$ cat config.mk
export PLATFORM = sky130hd
export DESIGN_NAME = i2c_tmo_watch
export DESIGN_NICKNAME = d
export VERILOG_FILES = /design/src/rtl/i2c_tmo_pkg.sv /design/src/rtl/i2c_tmo_cfg.sv /design/src/rtl/i2c_tmo_evt.sv /design/src/rtl/i2c_tmo_presc.sv /design/src/rtl/i2c_tmo_down.sv /design/src/rtl/i2c_tmo_watch.sv
export SDC_FILE = /design/constraint.sdc
export NUM_CORES = 1
export LEC_CHECK = 0
export ABC_AREA = 0
export BUFFER_PORTS_ARGS = -buffer_cell sky130_fd_sc_hd__buf_2
export CAP_MARGIN = 0
export CORE_MARGIN = 1.5
export CORE_UTILIZATION = 49
export DETAILED_ROUTE_END_ITERATION = 12
export PLACE_DENSITY_LB_ADDON = 0.05
export SLEW_MARGIN = 20
export SYNTH_ARGS = -nofsm -noshare
export SYNTH_HDL_FRONTEND = slang
export SYNTH_SLANG_ARGS = --single-unit
$ cat constraint.sdc
create_clock -name clk -period 2.6 [get_ports clk]
set_input_delay 0.39 -clock clk [delete_from_list [all_inputs] [get_ports clk]]
set_output_delay 0.39 -clock clk [all_outputs]
set_load 0.02 [all_outputs]
$ cat src/rtl/i2c_tmo_pkg.sv
package i2c_tmo_pkg;
    localparam int WORD_W  = 32;
    localparam int CNT_W   = 16;
    localparam int PSC_W   = 3;
    localparam int PSC_LSB = 16;
    localparam int DIV_W   = (1 << PSC_W) - 1;
    localparam int NPROG   = 6;
    localparam int NHALT   = 5;

    typedef struct packed {
        logic [PSC_W-1:0] psc;
        logic [CNT_W-1:0] preload;
    } tmo_cfg_t;

    typedef struct packed {
        logic reload;
        logic halt;
    } tmo_ctl_t;

    function automatic tmo_cfg_t word_to_cfg(input logic [WORD_W-1:0] w);
        tmo_cfg_t r;
        r.psc     = w[PSC_LSB +: PSC_W];
        r.preload = w[CNT_W-1:0];
        return r;
    endfunction

    function automatic logic [WORD_W-1:0] cfg_to_word(input tmo_cfg_t c);
        logic [WORD_W-1:0] w;
        w = '0;
        w[PSC_LSB +: PSC_W] = c.psc;
        w[CNT_W-1:0]        = c.preload;
        return w;
    endfunction

    function automatic logic [DIV_W-1:0] div_mask(input logic [PSC_W-1:0] p);
        logic [DIV_W-1:0] m;
        for (int i = 0; i < DIV_W; i++) begin
            m[i] = (i < int'(p));
        end
        return m;
    endfunction
endpackage

$ cat src/rtl/i2c_tmo_cfg.sv
module i2c_tmo_cfg
    import i2c_tmo_pkg::*;
(
    input  logic              clk,
    input  logic              rst,
    input  logic              we,
    input  logic [WORD_W-1:0] wdata,
    output tmo_cfg_t          cfg,
    output logic [WORD_W-1:0] rdata
);
    tmo_cfg_t cfg_q;

    always_ff @(posedge clk) begin
        if (rst) begin
            cfg_q <= '0;
        end else if (we) begin
            cfg_q <= word_to_cfg(wdata);
        end
    end

    assign cfg   = cfg_q;
    assign rdata = cfg_to_word(cfg_q);


    cfg_hold_chk: assert property (@(posedge clk) disable iff (rst)
        !we |=> $stable(cfg_q));
endmodule

$ cat src/rtl/i2c_tmo_evt.sv
module i2c_tmo_evt
    import i2c_tmo_pkg::*;
(
    input  logic [NPROG-1:0] prog_ev,
    input  logic [1:0]       start_ev,
    input  logic [NHALT-1:0] halt_ev,
    output tmo_ctl_t         ctl
);
    always_comb begin
        ctl.reload = (|prog_ev) | (|start_ev);
        ctl.halt   = |halt_ev;
    end
endmodule

$ cat src/rtl/i2c_tmo_presc.sv
module i2c_tmo_presc
    import i2c_tmo_pkg::*;
(
    input  logic             clk,
    input  logic             rst,
    input  logic             restart,
    input  logic             run,
    input  logic [PSC_W-1:0] psc,
    output logic             tick
);
    logic [DIV_W-1:0] div_q;
    logic [DIV_W-1:0] mask;

    assign mask = div_mask(psc);

    always_ff @(posedge clk) begin
        if (rst || restart) begin
            div_q <= '0;
        end else if (run) begin
            div_q <= div_q + 1'b1;
        end
    end

    assign tick = run && ((div_q & mask) == mask);


    div_idle_chk: assert property (@(posedge clk) disable iff (rst)
        !run && !restart |=> $stable(div_q));
endmodule

$ cat src/rtl/i2c_tmo_down.sv
module i2c_tmo_down
    import i2c_tmo_pkg::*;
(
    input  logic             clk,
    input  logic             rst,
    input  tmo_ctl_t         ctl,
    input  tmo_cfg_t         cfg,
    input  logic             tick,
    input  logic             clr,
    output logic             run,
    output logic [PSC_W-1:0] act_psc,
    output logic             flag
);
    logic [CNT_W-1:0] cnt_q;
    logic             step;
    logic             expire;

    assign step   = run && tick && !ctl.reload && !ctl.halt;
    assign expire = step && (cnt_q == CNT_W'(1));

    always_ff @(posedge clk) begin
        if (rst) begin
            cnt_q   <= '0;
            run     <= 1'b0;
            act_psc <= '0;
        end else if (ctl.reload) begin
            cnt_q   <= cfg.preload;
            act_psc <= cfg.psc;
            run     <= !ctl.halt && (cfg.preload != '0);
        end else if (ctl.halt) begin
            run <= 1'b0;
        end else if (step) begin
            cnt_q <= cnt_q - 1'b1;
            if (expire) run <= 1'b0;
        end
    end

    always_ff @(posedge clk) begin
        if (rst) begin
            flag <= 1'b0;
        end else if (expire) begin
            flag <= 1'b1;
        end else if (clr) begin
            flag <= 1'b0;
        end
    end


    flag_hold_chk: assert property (@(posedge clk) disable iff (rst)
        flag && !clr |=> flag);

    flag_clear_chk: assert property (@(posedge clk) disable iff (rst)
        flag && clr && !tick |=> !flag);

    halt_stop_chk: assert property (@(posedge clk) disable iff (rst)
        ctl.halt |=> !run);

    zero_preload_chk: assert property (@(posedge clk) disable iff (rst)
        ctl.reload && (cfg.preload == '0) |=> !run);

    cnt_still_chk: assert property (@(posedge clk) disable iff (rst)
        !ctl.reload && !tick |=> $stable(cnt_q));
endmodule

$ cat src/rtl/i2c_tmo_watch.sv
module i2c_tmo_watch
    import i2c_tmo_pkg::*;
(
    input  logic        clk,
    input  logic        rst,
    input  logic        cfg_we,
    input  logic [31:0] cfg_wdata,
    output logic [31:0] cfg_rdata,
    input  logic        ev_rx_full,
    input  logic        ev_tx_empty,
    input  logic        ev_rx_ready,
    input  logic        ev_nack,
    input  logic        ev_gencall,
    input  logic        ev_addr_hit,
    input  logic        ev_mst_start,
    input  logic        ev_slv_start,
    input  logic        ev_mst_stop,
    input  logic        ev_slv_stop,
    input  logic        ev_not_addr,
    input  logic        ev_arb_lost,
    input  logic        ev_bus_err,
    input  logic        tmo_clr,
    output logic        tmo_flag
);
    tmo_cfg_t         cfg;
    tmo_ctl_t         ctl;
    logic             run;
    logic             tick;
    logic [PSC_W-1:0] act_psc;

    i2c_tmo_cfg u_cfg (
        .clk   (clk),
        .rst   (rst),
        .we    (cfg_we),
        .wdata (cfg_wdata),
        .cfg   (cfg),
        .rdata (cfg_rdata)
    );

    i2c_tmo_evt u_evt (
        .prog_ev  ({ev_addr_hit, ev_gencall, ev_nack, ev_rx_ready, ev_tx_empty, ev_rx_full}),
        .start_ev ({ev_slv_start, ev_mst_start}),
        .halt_ev  ({ev_bus_err, ev_arb_lost, ev_not_addr, ev_slv_stop, ev_mst_stop}),
        .ctl      (ctl)
    );

    i2c_tmo_presc u_presc (
        .clk     (clk),
        .rst     (rst),
        .restart (ctl.reload),
        .run     (run),
        .psc     (act_psc),
        .tick    (tick)
    );

    i2c_tmo_down u_down (
        .clk     (clk),
        .rst     (rst),
        .ctl     (ctl),
        .cfg     (cfg),
        .tick    (tick),
        .clr     (tmo_clr),
        .run     (run),
        .act_psc (act_psc),
        .flag    (tmo_flag)
    );
endmodule

==> results.tsv <==
stage	metric	value	unit
status	outcome	finished with violations	
status	failing checks	DRC	
die	Die Y	71.6	um
route	DRC Markers	3	
hold_path	HP Class	primary input to flop	
clock_tree	clk_lat worst skew	0.30	ns
synth	post-synthesis register bit count	47	
synth	Synth Cell Area	2310	um2
synth	Ys Warns	0	
synth	Post-synth EDFFs	0	
global_route	initial antenna violation count	0	
route	Post-Route WL	4840	um
die	io pins	82	
clock_tree	root buffer cell	clkbuf_8	
finish	Fillers	418	
critical_path	critical path class	flop to flop	
critical_path	crit path DAT	2.25	ns
clock_tree	CTS HTree Levels	2	
die	die area	5130	um2
placement	DP HPWL	3590	um
critical_path	Critical Path RT	2.82	ns
synth	Async SR Flop Fraction	0	
synth	Netlist cell types	43	
die	Die X-Extent	71.6	um
finish	final net count	374	
die	Initial Util	0.519	
clock_tree	clock sink total	47	
power	Sw Pwr	385	uW
sta	Final Hold Viols	0	
route	number of routed nets with antenna violations	0	
power	Clock power frac	0.349	
finish	final instance area	2690	um2
critical_path	startpoint types	flop	
finish	layout cell share with drive strength beyond 1	0.227	
sta	FMAX	492	MHz
finish	n_diodes	0	
sta	min Tclk post-route	2.03	ns
synth	Mapped Cells	267	
sta	Tcrit/Tclk final	0.782	
global_route	first-pass GRT wire length	8090	um
critical_path	Crit Path Max Fanout	5	
route	via/cell ratio	5.26	
synth	Synth Area per Inst	8.65	um2
route	DRT Pass-1 Iters	10	
sta	clock skew	0.00746	ns
power	Worst VDD drop	0.000407	V
power	Internal	1110	uW
sta	Fin Setup TNS	0	ns
placement	GP Congestion	0.759	
clock_tree	cts hold-fix bufs	0	
global_route	gr usage total	0.200	
power	pwr/cell area	554	nW/um2
clock_tree	Setup Fix Bufs, Post-CTS	0	
global_route	vias in the first global route	1794	
route	drt initial violations	125	
sta	RSZ-0062 raised after global routing	no	
power	register share of total power	0.521	
clock_tree	post_cts resized	0	
clock_tree	CTS tree	yes	
finish	P&R area growth vs syn	16.7	%
die	Core ar.	4440	um2
flow_run	Max Cap Viol	0	
route	Via Count	1967	
clock_tree	CTS max path bufs	2	
placement	dpl cell area	2590	um2
sta	Rel. slew slack	0.640	
synth	main flop type after synthesis	dfxtp_1	
synth	register area share after synthesis	0.408	
sta	Worst-Margin Slew	0.541	ns
placement	port bufs	55	
critical_path	crit end category	flop	
clock_tree	CTS buffer count	5	
clock_tree	Worst-path clk slew	0.08	ns
sta	fin. max-slew vios	0	
die	# rows	24	
power	cell leakage power	0.00116	uW
power	combinational power share	0.129	
power	switch share	0.258	
sta	final setup fails	0	
route	DR WL/cell	12.9	um
global_route	largest net degree at the start of global routing	23	
global_route	GR Overflow Total	0	
[sequential cells by signal, indices dropped and copies added (netlist names)]
signal	count
u_cfg.cfg	19
u_down.cnt_q	16
u_presc.div_q	7
u_down.act_psc	3
u_down.flag	1
u_down.run	1
[path summary, 6_finish.rpt]
check / from / endpoint / slack (ns) / cells past startpoint
worst min-delay path: cfg_wdata[8] / u_cfg.cfg[8] / 0.32 / 3
worst max-delay path: u_down.cnt_q[7] / u_down.cnt_q[15] / 0.57 / 6
worst max register to register: u_down.cnt_q[7] / u_down.cnt_q[15] / 0.57 / 6
worst min register to register: u_down.flag / u_down.flag / 0.47 / 2
[cells by family (layout without fill, tap and decap cells)]
family / count (synthesis) / count (layout) / synth area share
muxes: 20 / 20 / 0.0867
other: 1 / 13 / 0.00162
buffers and inverters: 28 / 71 / 0.0705
xor gates and xnor gates: 17 / 17 / 0.0645
adders and majority gates: 3 / 3 / 0.0163
AOI/OAI and AO/OA: 26 / 26 / 0.0781
DFF: 47 / 47 / 0.408
and+or+nand+nor: 125 / 125 / 0.275
[synthesized netlist by cell type, types with 2 or more instances]
master	n	share of area
ha_1	3	0.016
buf_2	4	0.0087
or3_1	2	0.0054
and3_1	6	0.016
o211ai_1	2	0.0065
nor3_1	6	0.013
nand2_1	21	0.034
a21oi_1	6	0.013
a211oi_1	11	0.036
nor2_1	49	0.080
clkbuf_1	6	0.0098
buf_4	14	0.046
nand4_1	11	0.030
mux2i_1	20	0.087
xnor2_1	2	0.0076
nor4_1	6	0.016
xor2_1	15	0.057
nand3_1	7	0.015
dfxtp_1	47	0.41
nand2b_1	4	0.011
inv_1	3	0.0049
[power by group through the flow]
stage / registers (uW) / logic (uW) / clock network, uW
finish: 778 / 193 / 522
floorplan: 810 / 127 / 0
CTS: 778 / 195 / 531
detailed placement: 795 / 194 / 0
global route: 784 / 214 / 564
global placement: 794 / 191 / 0
[final cells by class]
class,instances,area (um2),share of cell area
Inverter,3,11.3,0.00418
Multi-Input combinational cell,204,1250,0.464
Sequential cell,47,941,0.349
Clock inverter,2,37.5,0.0139
Timing Repair Buffer,61,320,0.119
Tap cell,52,65.1,0.0242
Clock buffer,5,68.8,0.0255
[worst max-delay path, cell delays in order, from the launching register on]
cell and delay (ns):
dfxtp_1 0.37, nor4_1 0.43, nand2_1 0.13, nor4b_1 0.44
nand4_1 0.18, xor2_1 0.17, a211oi_1 0.23
[per-layer routing]
layer / up-vias / GRT usage / share of wire
met5: - / 0 / 0
met4: 0 / 0.0629 / 0.010
met3: 5 / 0.0464 / 0.049
met2: 55 / 0.308 / 0.44
met1: 894 / 0.279 / 0.50
li1: 1013 / - / -
[through the flow]
step / hold slack [ns] / utilization / instances / power (uW) / worst slack, ns
after floorplan: 0.441 / - / 279 / 936 / 0.664
after global placement: 0.463 / 0.582 / 367 / 985 / 0.471
after detailed placement: 0.468 / 0.582 / 367 / 989 / 0.471
after CTS: 0.317 / 0.606 / 374 / 1500 / 0.570
after global routing: 0.317 / 0.606 / 374 / 1560 / 0.323
final: 0.318 / 0.606 / 374 / 1490 / 0.566
[placed cells by master, fill, tap and decap left out, drive strengths merged, types with 2 or more instances in the layout]
| cell type | n |
|---|---|
| buf | 61 |
| nor2 | 50 |
| dfxtp | 47 |
| nand2 | 21 |
| mux2i | 20 |
| xor2 | 15 |
| conb | 13 |
| nand4 | 11 |
| a211oi | 11 |
| nand3 | 7 |
| nor3 | 7 |
| a21oi | 6 |
| and3 | 6 |
| nor4 | 6 |
| clkbuf | 5 |
| nand2b | 4 |
| inv | 3 |
| ha | 3 |
| o211ai | 2 |
| xnor2 | 2 |
| or3 | 2 |
| or4 | 2 |
| a21boi | 2 |
| o21ai | 2 |
| nor4b | 2 |
Note: power is estimated with default switching activity, not from simulation.
